===== config.mk =====
export PLATFORM = sky130hd
export DESIGN_NAME = dwt_lowpass
export DESIGN_NICKNAME = d
export VERILOG_FILES = /design/src/rtl/dwt_lp_pkg.sv /design/src/rtl/dwt_window.sv /design/src/rtl/dwt_fold.sv /design/src/rtl/dwt_mac.sv /design/src/rtl/dwt_lowpass.sv
export SDC_FILE = /design/constraint.sdc
export NUM_CORES = 1
export LEC_CHECK = 0
export BUFFER_PORTS_ARGS = -buffer_cell sky130_fd_sc_hd__buf_2
export CORE_ASPECT_RATIO = 0.9
export CORE_MARGIN = 4
export CORE_UTILIZATION = 42
export CTS_CLUSTER_DIAMETER = 100
export CTS_CLUSTER_SIZE = 28
export DETAILED_ROUTE_END_ITERATION = 8
export PLACE_DENSITY = 0.61
export SKIP_CTS_REPAIR_TIMING = 1
export SYNTH_ARGS = -nofsm -noshare
export SYNTH_HDL_FRONTEND = slang
export SYNTH_SLANG_ARGS = --single-unit

===== constraint.sdc =====
create_clock -name clk -period 6 [get_ports clk]
set_input_delay 0.3 -clock clk [delete_from_list [all_inputs] [get_ports clk]]
set_output_delay 0.3 -clock clk [all_outputs]
set_load 0.005 [all_outputs]

===== src/rtl/dwt_lp_pkg.sv =====
// Shared constants, types and sizing functions for the wavelet low-pass stage.
// Assumes a symmetric window of 2*NTAP-1 samples with unsigned coefficients.
package dwt_lp_pkg;

    localparam int unsigned NTAP  = 5;
    localparam int unsigned DEPTH = 2 * NTAP - 1;

    typedef int unsigned coef_arr_t [NTAP];

    typedef enum logic [1:0] {
        BIAS_NONE  = 2'b00,
        BIAS_FIXED = 2'b01,
        BIAS_HALF  = 2'b10,
        BIAS_RSVD  = 2'b11
    } bias_mode_e;

    // Weight applied to a unit error on every tap: centre once, pairs twice.
    function automatic int unsigned weight_sum(coef_arr_t c);
        int unsigned s;
        s = c[0];
        for (int k = 1; k < NTAP; k++) s += 2 * c[k];
        return s;
    endfunction

    // Largest shortfall caused by clearing zs low bits on every sample.
    function automatic int unsigned trunc_err_max(coef_arr_t c, int unsigned zs);
        return weight_sum(c) * ((32'd1 << zs) - 32'd1);
    endfunction

    // Bias that centres the truncation error around zero.
    function automatic int unsigned half_bias(coef_arr_t c, int unsigned zs);
        return trunc_err_max(c, zs) / 2;
    endfunction

    // Bits needed for the largest sum plus the larger of the two biases.
    function automatic int unsigned out_width(int unsigned dw, coef_arr_t c,
                                              int unsigned zs, int unsigned fixed_b);
        longint unsigned top_v;
        longint unsigned b;
        b = (fixed_b > half_bias(c, zs)) ? longint'(fixed_b) : longint'(half_bias(c, zs));
        top_v = ((64'd1 << dw) - 64'd1) * longint'(weight_sum(c)) + b;
        return $clog2(top_v + 64'd1);
    endfunction

endpackage


===== src/rtl/dwt_window.sv =====
// Sample window and decimation control.
// Shifts an accepted sample into a DEPTH-entry window (index 0 newest), counts
// the fill level, and flags every second full window starting with the first.
// Assumes in_data is meaningful only while in_valid is high.
module dwt_window
    import dwt_lp_pkg::*;
#(
    parameter int unsigned DW = 8
) (
    input  logic                         clk,
    input  logic                         rst_n,
    input  logic                         in_valid,
    input  logic [DW-1:0]                in_data,
    output logic [DEPTH-1:0][DW-1:0]     taps,
    output logic                         win_vld
);

    localparam int unsigned FILL_W = $clog2(DEPTH + 1);

    logic [FILL_W-1:0] fill;
    logic              phase;
    logic              full_next;
    logic              emit;

    // Window is complete once this sample lands.
    assign full_next = in_valid && (fill >= FILL_W'(DEPTH - 1));
    // Keep only the even-phase complete windows.
    assign emit      = full_next && !phase;

    // Shift register, fill counter and decimation phase.
    always_ff @(posedge clk) begin
        if (!rst_n) begin
            taps    <= '0;
            fill    <= '0;
            phase   <= 1'b0;
            win_vld <= 1'b0;
        end else begin
            win_vld <= emit;
            if (in_valid) begin
                taps <= {taps[DEPTH-2:0], in_data};
                if (fill != FILL_W'(DEPTH)) fill <= fill + 1'b1;
            end
            if (full_next) phase <= ~phase;
        end
    end

    // A flagged window always has every entry filled since reset.
    p_full_window_r1: assert property (@(posedge clk) disable iff (!rst_n)
        win_vld |-> (fill == FILL_W'(DEPTH)));

    // Two flagged windows never follow on consecutive edges.
    p_decimate_r3: assert property (@(posedge clk) disable iff (!rst_n)
        win_vld |=> !win_vld);

    // Idle cycles leave the window untouched.
    p_idle_hold_r5: assert property (@(posedge clk) disable iff (!rst_n)
        !in_valid |=> $stable(taps));

endmodule


===== src/rtl/dwt_fold.sv =====
// Symmetric pre-adder with optional low-bit zero substitution.
// Output 0 carries the centre tap; output k carries the sum of the taps k
// positions either side of the centre. One register stage.
module dwt_fold
    import dwt_lp_pkg::*;
#(
    parameter int unsigned DW = 8,
    parameter int unsigned ZS = 1
) (
    input  logic                         clk,
    input  logic                         rst_n,
    input  logic [DEPTH-1:0][DW-1:0]     taps,
    input  logic                         win_vld,
    input  logic                         zsub_en,
    output logic [NTAP-1:0][DW:0]        fold,
    output logic                         fold_vld
);

    localparam int unsigned CTR      = NTAP - 1;
    localparam logic [DW-1:0] KEEP   = {DW{1'b1}} << ZS;

    logic [DEPTH-1:0][DW-1:0] used;
    logic [NTAP-1:0][DW:0]    fold_d;

    // Mask the substituted low bits of every tap when requested.
    for (genvar t = 0; t < DEPTH; t++) begin : g_mask
        assign used[t] = zsub_en ? (taps[t] & KEEP) : taps[t];
    end

    // Centre passes through; mirrored neighbours are added pairwise.
    assign fold_d[0] = {1'b0, used[CTR]};
    for (genvar k = 1; k < NTAP; k++) begin : g_pair
        assign fold_d[k] = (DW+1)'(used[CTR-k]) + (DW+1)'(used[CTR+k]);
    end

    // Register folded pairs with their valid flag.
    always_ff @(posedge clk) begin
        if (!rst_n) begin
            fold     <= '0;
            fold_vld <= 1'b0;
        end else begin
            fold     <= fold_d;
            fold_vld <= win_vld;
        end
    end

    // With substitution, centre and outer pair carry no low bits.
    p_zsub_clear_r6: assert property (@(posedge clk) disable iff (!rst_n)
        (fold_vld && $past(zsub_en)) |->
        (fold[0][ZS-1:0] == '0 && fold[NTAP-1][ZS-1:0] == '0));

    // The fold stage follows the window stage by one edge.
    p_fold_follows_r4: assert property (@(posedge clk) disable iff (!rst_n)
        fold_vld |-> $past(win_vld));

endmodule


===== src/rtl/dwt_mac.sv =====
// Coefficient multiply and summing stage with output bias.
// Stage one registers the NTAP products, stage two registers their sum plus
// the bias chosen by bias_sel. Assumes OUT_W holds the largest biased sum.
module dwt_mac
    import dwt_lp_pkg::*;
#(
    parameter int unsigned DW         = 8,
    parameter int unsigned COEF_W     = 12,
    parameter coef_arr_t   COEF       = '{1517, 853, 402, 177, 102},
    parameter int unsigned OUT_W      = 21,
    parameter int unsigned FIXED_BIAS = 2048,
    parameter int unsigned HALF_BIAS  = 2292
) (
    input  logic                     clk,
    input  logic                     rst_n,
    input  logic [NTAP-1:0][DW:0]    fold,
    input  logic                     fold_vld,
    input  bias_mode_e               bias_sel,
    output logic [OUT_W-1:0]         sum_out,
    output logic                     out_vld
);

    localparam int unsigned PROD_W = DW + 1 + COEF_W;

    logic [NTAP-1:0][PROD_W-1:0] prod;
    logic                        prod_vld;
    logic [OUT_W-1:0]            acc;
    logic [OUT_W-1:0]            bias_v;

    // One registered multiplier per coefficient.
    for (genvar k = 0; k < NTAP; k++) begin : g_mul
        always_ff @(posedge clk) begin
            if (!rst_n) prod[k] <= '0;
            else        prod[k] <= PROD_W'(fold[k]) * PROD_W'(COEF[k]);
        end
    end

    // Valid flag travelling beside the products.
    always_ff @(posedge clk) begin
        if (!rst_n) prod_vld <= 1'b0;
        else        prod_vld <= fold_vld;
    end

    // Sum of all products.
    always_comb begin
        acc = '0;
        for (int k = 0; k < NTAP; k++) acc = acc + OUT_W'(prod[k]);
    end

    // Bias constant for the current mode; the reserved code adds nothing.
    always_comb begin
        case (bias_sel)
            BIAS_FIXED: bias_v = OUT_W'(FIXED_BIAS);
            BIAS_HALF:  bias_v = OUT_W'(HALF_BIAS);
            default:    bias_v = '0;
        endcase
    end

    // Output register: biased sum and its valid.
    always_ff @(posedge clk) begin
        if (!rst_n) begin
            sum_out <= '0;
            out_vld <= 1'b0;
        end else begin
            sum_out <= acc + bias_v;
            out_vld <= prod_vld;
        end
    end

    // The sum stage follows the product stage by one edge.
    p_sum_follows_r4: assert property (@(posedge clk) disable iff (!rst_n)
        out_vld |-> $past(prod_vld));

    // A fixed-bias result is never below the bias itself.
    p_fixed_floor_r7: assert property (@(posedge clk) disable iff (!rst_n)
        (out_vld && $past(bias_sel) == BIAS_FIXED) |-> (sum_out >= OUT_W'(FIXED_BIAS)));

    // Adding the bias never wraps the output word.
    p_no_overflow_r10: assert property (@(posedge clk) disable iff (!rst_n)
        prod_vld |-> ({1'b0, acc} + {1'b0, bias_v} == (OUT_W+1)'(acc + bias_v)));

endmodule


===== src/rtl/dwt_lowpass.sv =====
// Top of the symmetric wavelet low-pass stage.
// Window -> symmetric fold -> multiply -> sum with bias; one result for every
// second full window. Mode inputs are expected to stay steady while a stream
// is in flight; reset restarts the window and the decimation phase.
module dwt_lowpass
    import dwt_lp_pkg::*;
#(
    parameter int unsigned DW         = 8,
    parameter int unsigned COEF_W     = 12,
    parameter coef_arr_t   COEF       = '{1517, 853, 402, 177, 102},
    parameter int unsigned ZS         = 1,
    parameter int unsigned FIXED_BIAS = 2048,
    localparam int unsigned HALF_B    = half_bias(COEF, ZS),
    localparam int unsigned OUT_W     = out_width(DW, COEF, ZS, FIXED_BIAS)
) (
    input  logic             clk,
    input  logic             rst_n,
    input  logic             in_valid,
    input  logic [DW-1:0]    in_data,
    input  logic             zsub_en,
    input  logic [1:0]       bias_sel,
    output logic             out_valid,
    output logic [OUT_W-1:0] out_data
);

    logic [DEPTH-1:0][DW-1:0] taps;
    logic                     win_vld;
    logic [NTAP-1:0][DW:0]    fold;
    logic                     fold_vld;
    bias_mode_e               bias_mode;

    assign bias_mode = bias_mode_e'(bias_sel);

    dwt_window #(.DW(DW)) u_window (
        .clk      (clk),
        .rst_n    (rst_n),
        .in_valid (in_valid),
        .in_data  (in_data),
        .taps     (taps),
        .win_vld  (win_vld)
    );

    dwt_fold #(.DW(DW), .ZS(ZS)) u_fold (
        .clk      (clk),
        .rst_n    (rst_n),
        .taps     (taps),
        .win_vld  (win_vld),
        .zsub_en  (zsub_en),
        .fold     (fold),
        .fold_vld (fold_vld)
    );

    dwt_mac #(
        .DW         (DW),
        .COEF_W     (COEF_W),
        .COEF       (COEF),
        .OUT_W      (OUT_W),
        .FIXED_BIAS (FIXED_BIAS),
        .HALF_BIAS  (HALF_B)
    ) u_mac (
        .clk      (clk),
        .rst_n    (rst_n),
        .fold     (fold),
        .fold_vld (fold_vld),
        .bias_sel (bias_mode),
        .sum_out  (out_data),
        .out_vld  (out_valid)
    );

    // Every result traces back to an accepted sample four edges earlier.
    p_latency_r4: assert property (@(posedge clk) disable iff (!rst_n)
        out_valid |-> $past(in_valid, 4));

endmodule


### Yosys cells after proc, flatten, opt, wreduce, memory -nomap -nowiden

Cells that the tools add are included.

| cells by class | value |
|---|---|
| $add $sub $neg | 10 |
| multipliers | 5 |
| muxes and demuxes | 9 |
| shift-type cells | 0 |
| div/mod/pow operators | 0 |
| equality and inequality tests | 3 |
| reduce and logical (&&, ||, !) cells | 5 |
| bitwise gates (word level) | 2 |
| $lt $le $gt $ge | 1 |

Operators with widths:

| cell | number |
|---|---|
| $add 21x21->21 | 4 |
| $add 8x8->9 | 4 |
| $mul 9x8->17 const B | 2 |
| $pmux 12 s2 | 1 |
| $add 21x12->21 | 1 |
| $mul 9x11->20 const B | 1 |
| $mul 9x10->19 const B | 1 |
| $mul 9x6->15 const B | 1 |
| $mux 1 | 8 |
| $add 4x1->4 const B | 1 |
| $ge 4x4->1 const B | 1 |
| $ne 4x4->1 const B | 1 |
| $eq 2x1->1 const B | 1 |
| $eq 2x2->1 const B | 1 |
| $logic_and 1x1->1 | 2 |
| $not 1->1 | 2 |
| $reduce_and 2->1 | 1 |
| $reduce_or 2->1 | 1 |
| $logic_not 1->1 | 1 |

| word-level totals | value |
|---|---|
| latch bits | 0 |
| output and inout bits | 22 |
| memory bits (writable) | 0 |
| bits in read-only memories | 0 |
| memories kept | 0 |
| input port bits | 14 |
| flip-flop bits (word level) | 252 |
| logic and storage cells | 68 |

### Depth between registers and ports, before layout

| logic depth | value |
|---|---|
| depth in word-level cells | 5 |
| gate-level depth with buffers | 19 |
| depth with buffers taken out | 18 |

### Modules after synthesis

From an unflattened synthesis, not the netlist that was laid out.

| unflattened totals | value |
|---|---|
| cell total of the unflattened synthesis | 1821 |
| area total of the unflattened synthesis | 17554.3 um^2 |

By module, submodules not included:

| module | area each (um^2) | times used | sequential area each (um^2) | cells each |
|---|---|---|---|---|
| dwt_mac | 12107.9 | 1 | 2222.1 | 1298 |
| dwt_window | 2987.9 | 1 | 1561.5 | 263 |
| dwt_fold | 2458.6 | 1 | 900.9 | 260 |

### Worst setup path after synthesis

No wires, ideal clock.

| timing | value |
|---|---|
| path type | reg2reg |
| start point | register u_fold.fold[0] in the netlist's numbering |
| end point | register u_mac.prod[16] in the netlist's numbering |
| path buffers | 0 |
| setup time | 0.116 ns |
| setup slack | 1.965 ns |
| required time | 5.884 ns |
| period minus slack after synthesis | 4.035 ns |
| data arrival time | 3.920 ns |
| stages on the path, launching flop included | 14 |
| path through | dfxtp_1 -> fa_1 -> inv_1 -> fa_1 -> fa_1 -> fa_1 -> inv_1 -> ha_1 -> o21ai_0 -> o211ai_1 -> a211oi_2 -> a21oi_1 -> or3_1 -> and3_1 |

| on the way | value |
|---|---|
| longest elaborated chain between the ends | 1 |

RTL lines:

| item | RTL line | text |
|---|---|---|
| start: declaration | dwt_fold.sv:15 | `output logic [NTAP-1:0][DW:0] fold,` |
| start signal: assignment | dwt_fold.sv:42 | `fold <= fold_d;` |
| $mul 9x11->20 | dwt_mac.sv:34 | `else prod[k] <= PROD_W'(fold[k]) * PROD_W'(COEF[k]);` |
| end signal: indexed assignment | dwt_mac.sv:34 |  |
| end: declaration | dwt_mac.sv:25 | `logic [NTAP-1:0][PROD_W-1:0] prod;` |

No other way between the ends.
A chain may end at the register's enable or synchronous reset.

### Worst setup path in the final report

| timing | value |
|---|---|
| start point | register u_fold.fold[4] in the netlist's numbering |
| end point | register u_mac.prod[16] in the netlist's numbering |

Same word-level chain as after synthesis.

==> key figures <==
Placement
  – Area of placed instances: 17700 um2
  – HPWL after DPL: 29100 um
  – Routability cong.: 0.849
  – IO Port Bufs: 35
  – Total placed cells including tap cells: 2323
  – Worst slack at placement: 1.62 ns

Floorplan
  – Die width: 220 um
  – Height of the die: 199 um
  – Core Box Area: 39700 um2
  – # rows: 69
  – Die area: 43800 um2
  – Initial core utilization: 0.428
  – Ports: 36

Synth
  – Synth warn: 0
  – Post-synth cell types: 60
  – Top_reg_cell synth: dfxtp_1
  – Gate Count Post-Synth: 1789
  – Post-Synthesis Net Count: 2218
  – Syn avg cell area: 9.50 um2
  – Asr flop ratio synth: 0
  – Post-synth EDFFs: 0
  – Cell area after synthesis: 17000 um2
  – Flops & latches, synth: 234
  – Register area share after synthesis: 0.276

Timing
  – Worst hold slack: 0.0362 ns
  – Final hold vios: 0
  – Final setup vio count: 0
  – Final Max Tran Viols: 0
  – Final Cycle Share: 0.721
  – Min cycle time layout: 4.32 ns
  – Setup Total Neg Slack: 0 ns
  – Actual slew at the worst max-slew pin: 0.703 ns
  – Max Fclk: 231 MHz
  – Setup ws final: 1.68 ns
  – RSZ-0062 raised after global routing: no
  – Relative slew slack: 0.532
  – Clock Skew: 0.0216 ns

Power and ir drop
  – LEAKAGE: 0.00932 uW
  – Power Density: 158 nW/um2
  – VDD IR-drop max: 0.236 mV

Outcome
  – Outcome: completed

Final layout
  – Final #Nets: 2235
  – Design area: 18100 um2
  – Antenna fix cells: 0
  – Layout cell share with drive strength beyond 1: 0.0409
  – Layout Area Growth over Synthesis: 6.60%
  – Non-filler cells, final: 2341

Clock network
  – H-tree levels: 1
  – Inserted Clock Buffers: 13
  – TritonCTS clock tree: yes
  – Clock transition at path regs: 0.11 ns
  – Clock sink count: 234
  – Root Buffer: clkbuf_16
  – Worst-case clock buffer depth: 3
  – Worst-Skew Late Latency: 0.50 ns

Setup path
  – Worst Path Arrival: 4.71 ns
  – Startpoint types: flip-flop
  – Crit Path Max Fanout: 5
  – CP Cell Sequence: fa_1 > ha_1 > or2_2 > fa_1 > inv_1 > fa_1 > inv_1 > ha_1 > a21oi_1 > o211ai_1 > a211oi_2 > a21oi_1 > or3_1 > and3_1
  – CP delay by family, top: adder cells
  – Critical path buffers and inverters: 2
  – Critical Path RT: 6.39 ns
  – Worst Setup End Kind: flip-flop
  – Setup CP Type: reg -> reg
  – Max incr delay on CP: 0.53 ns
  – Worst path slowest cell: fa_1
  – Crit-path most repeated cell: fa_1

Routing
  – DR iter-0 viols: 576
  – Routed WL: 35200 um
  – DRC errors left: 0
  – WL/cell: 15.1 um
  – Antenna viol nets, final: 0
  – DR pass1 iterations: 6
  – Via count: 11303
  – Vias per cell: 4.83

Global route
  – Total Routing Usage GR: 0.165
  – Initial antenna violation count: 0
  – Number of global-route vias before repair: 11442
  – Global-route wire length before repair: 59100 um
  – Pin count of the biggest net entering global routing: 70
  – Gr ovfl total: 0

Worst hold path
  – Hold Crit Class: in -> reg

Run
  – Max_cap viols: 0
## power by group
part           total [uW]  switching (uW)  internal [uW]
clock                 963             544            419
combinational         298             179            119
sequential           1600            19.2           1580
## synth_stat cells (2+ instances only)
library cell | n | area (um2)
nand4_1 | 4 | 25.0
o21bai_1 | 5 | 37.5
nor3b_1 | 14 | 105
or2_2 | 3 | 18.8
o211ai_2 | 2 | 25.0
a31oi_1 | 4 | 25.0
dfxtp_1 | 234 | 4680
xnor2_1 | 20 | 175
and3_1 | 3 | 18.8
inv_1 | 343 | 1290
o41ai_1 | 8 | 70.1
buf_1 | 5 | 18.8
xor2_1 | 45 | 394
o21ai_0 | 37 | 185
nor2_1 | 176 | 661
mux2i_1 | 77 | 771
nor3_1 | 46 | 230
a21boi_0 | 4 | 30.0
fa_1 | 130 | 2600
a211o_1 | 2 | 17.5
ha_1 | 285 | 3570
o31ai_1 | 3 | 22.5
a21oi_1 | 67 | 335
a311oi_1 | 2 | 17.5
a21o_1 | 25 | 188
clkbuf_1 | 29 | 109
nor2b_1 | 26 | 163
o211ai_1 | 10 | 75.1
o21a_1 | 24 | 180
and2_1 | 47 | 294
o21ai_1 | 3 | 15.0
nand2b_1 | 8 | 50.1
nand2_1 | 41 | 154
a211oi_1 | 5 | 37.5
or3_1 | 5 | 31.3
buf_2 | 3 | 15.0
nand3_1 | 21 | 105
## metrics by stage
stage | utilization | power [uW]
floorplan | - | 1860
CTS | 0.456 | 2910
detailed placement | 0.446 | 1940
global route | 0.456 | 3000
global placement | 0.446 | 1940
finish | 0.456 | 2860
## path summary, 6_finish.rpt
| path | from | to | slack, ns | cells past startpoint |
|---|---|---|---|---|
| setup / recovery | u_fold.fold[4] | u_mac.prod[16] | 1.68 | 14 |
| setup reg to reg | u_fold.fold[4] | u_mac.prod[16] | 1.68 | 14 |
| hold reg to reg | u_fold.fold_vld | u_mac.prod_vld | 0.43 | 1 |
| hold / removal | in_data[7] | u_window.taps[7] | 0.04 | 3 |
## cell type report
class | count | area [um2]
clock buffers | 13 | 325
clock inverters | 5 | 62.6
fillers | 3885 | 21600
inverters | 343 | 1290
multi-input cells | 1175 | 10900
flip-flops and latches | 234 | 4680
well taps | 532 | 666
repair buffers | 39 | 208
## per-layer routing
| layer | global-route usage | routed length, um | part of all wire | up-vias |
|---|---|---|---|---|
| li1 | - | - | - | 5811 |
| met1 | 0.249 | 18600 | 0.53 | 5349 |
| met2 | 0.265 | 15400 | 0.44 | 114 |
| met3 | 0.0173 | 796 | 0.023 | 29 |
| met4 | 0.0216 | 413 | 0.012 | 0 |
| met5 | 0 | 0 | 0 | - |
## layout by cell type, fill, tap and decap left out, types with 8 or more instances in the layout
cell and count:
o211ai_1 10, xor2_1 45, nand3_1 21, fa_1 130, nand2_1 41, ha_1 285
dfxtp_1 234, and2_1 47, nor3b_1 14, a21o_1 25, nor3_1 46, nor2_1 176
nand2b_1 8, buf_2 34, a21oi_1 67, o41ai_1 8, nor2b_1 26, o21a_1 24
xnor2_1 20, o21ai_0 37, clkbuf_16 13, inv_1 342, mux2i_1 77
## state kept, by name (all words and copies together) (netlist names)
signal / cells
u_window.win_vld: 1
u_mac.prod_vld: 1
u_mac.sum_out: 21
u_mac.out_vld: 1
u_fold.fold_vld: 1
u_mac.prod: 88
u_window.phase: 1
u_window.taps: 72
u_fold.fold: 44
u_window.fill: 4
## worst reg2reg max path: cells and delay by family, from the launching register on
family          cells  cell delay [ns]
fa+ha+maj           5             2.09
flops               1             0.48
buf+inv             2             0.09
simple gates        3             0.77
compound gates      4             0.80
## kinds of logic (layout without fill, tap and decap cells)
group                    Yosys count  after routing  share of synthesized area
adder cells (fa/ha/maj)          415            415                      0.363
AND/OR/NAND/NOR                  402            402                      0.114
buffers and inverters            380            400                     0.0841
flip-flops                       234            234                      0.276
AO/OA/AOI/OAI                    216            216                     0.0843
multiplexers                      77             77                     0.0453
XOR/XNOR                          65             65                     0.0335
Note: power is estimated with default switching activity, not from simulation.
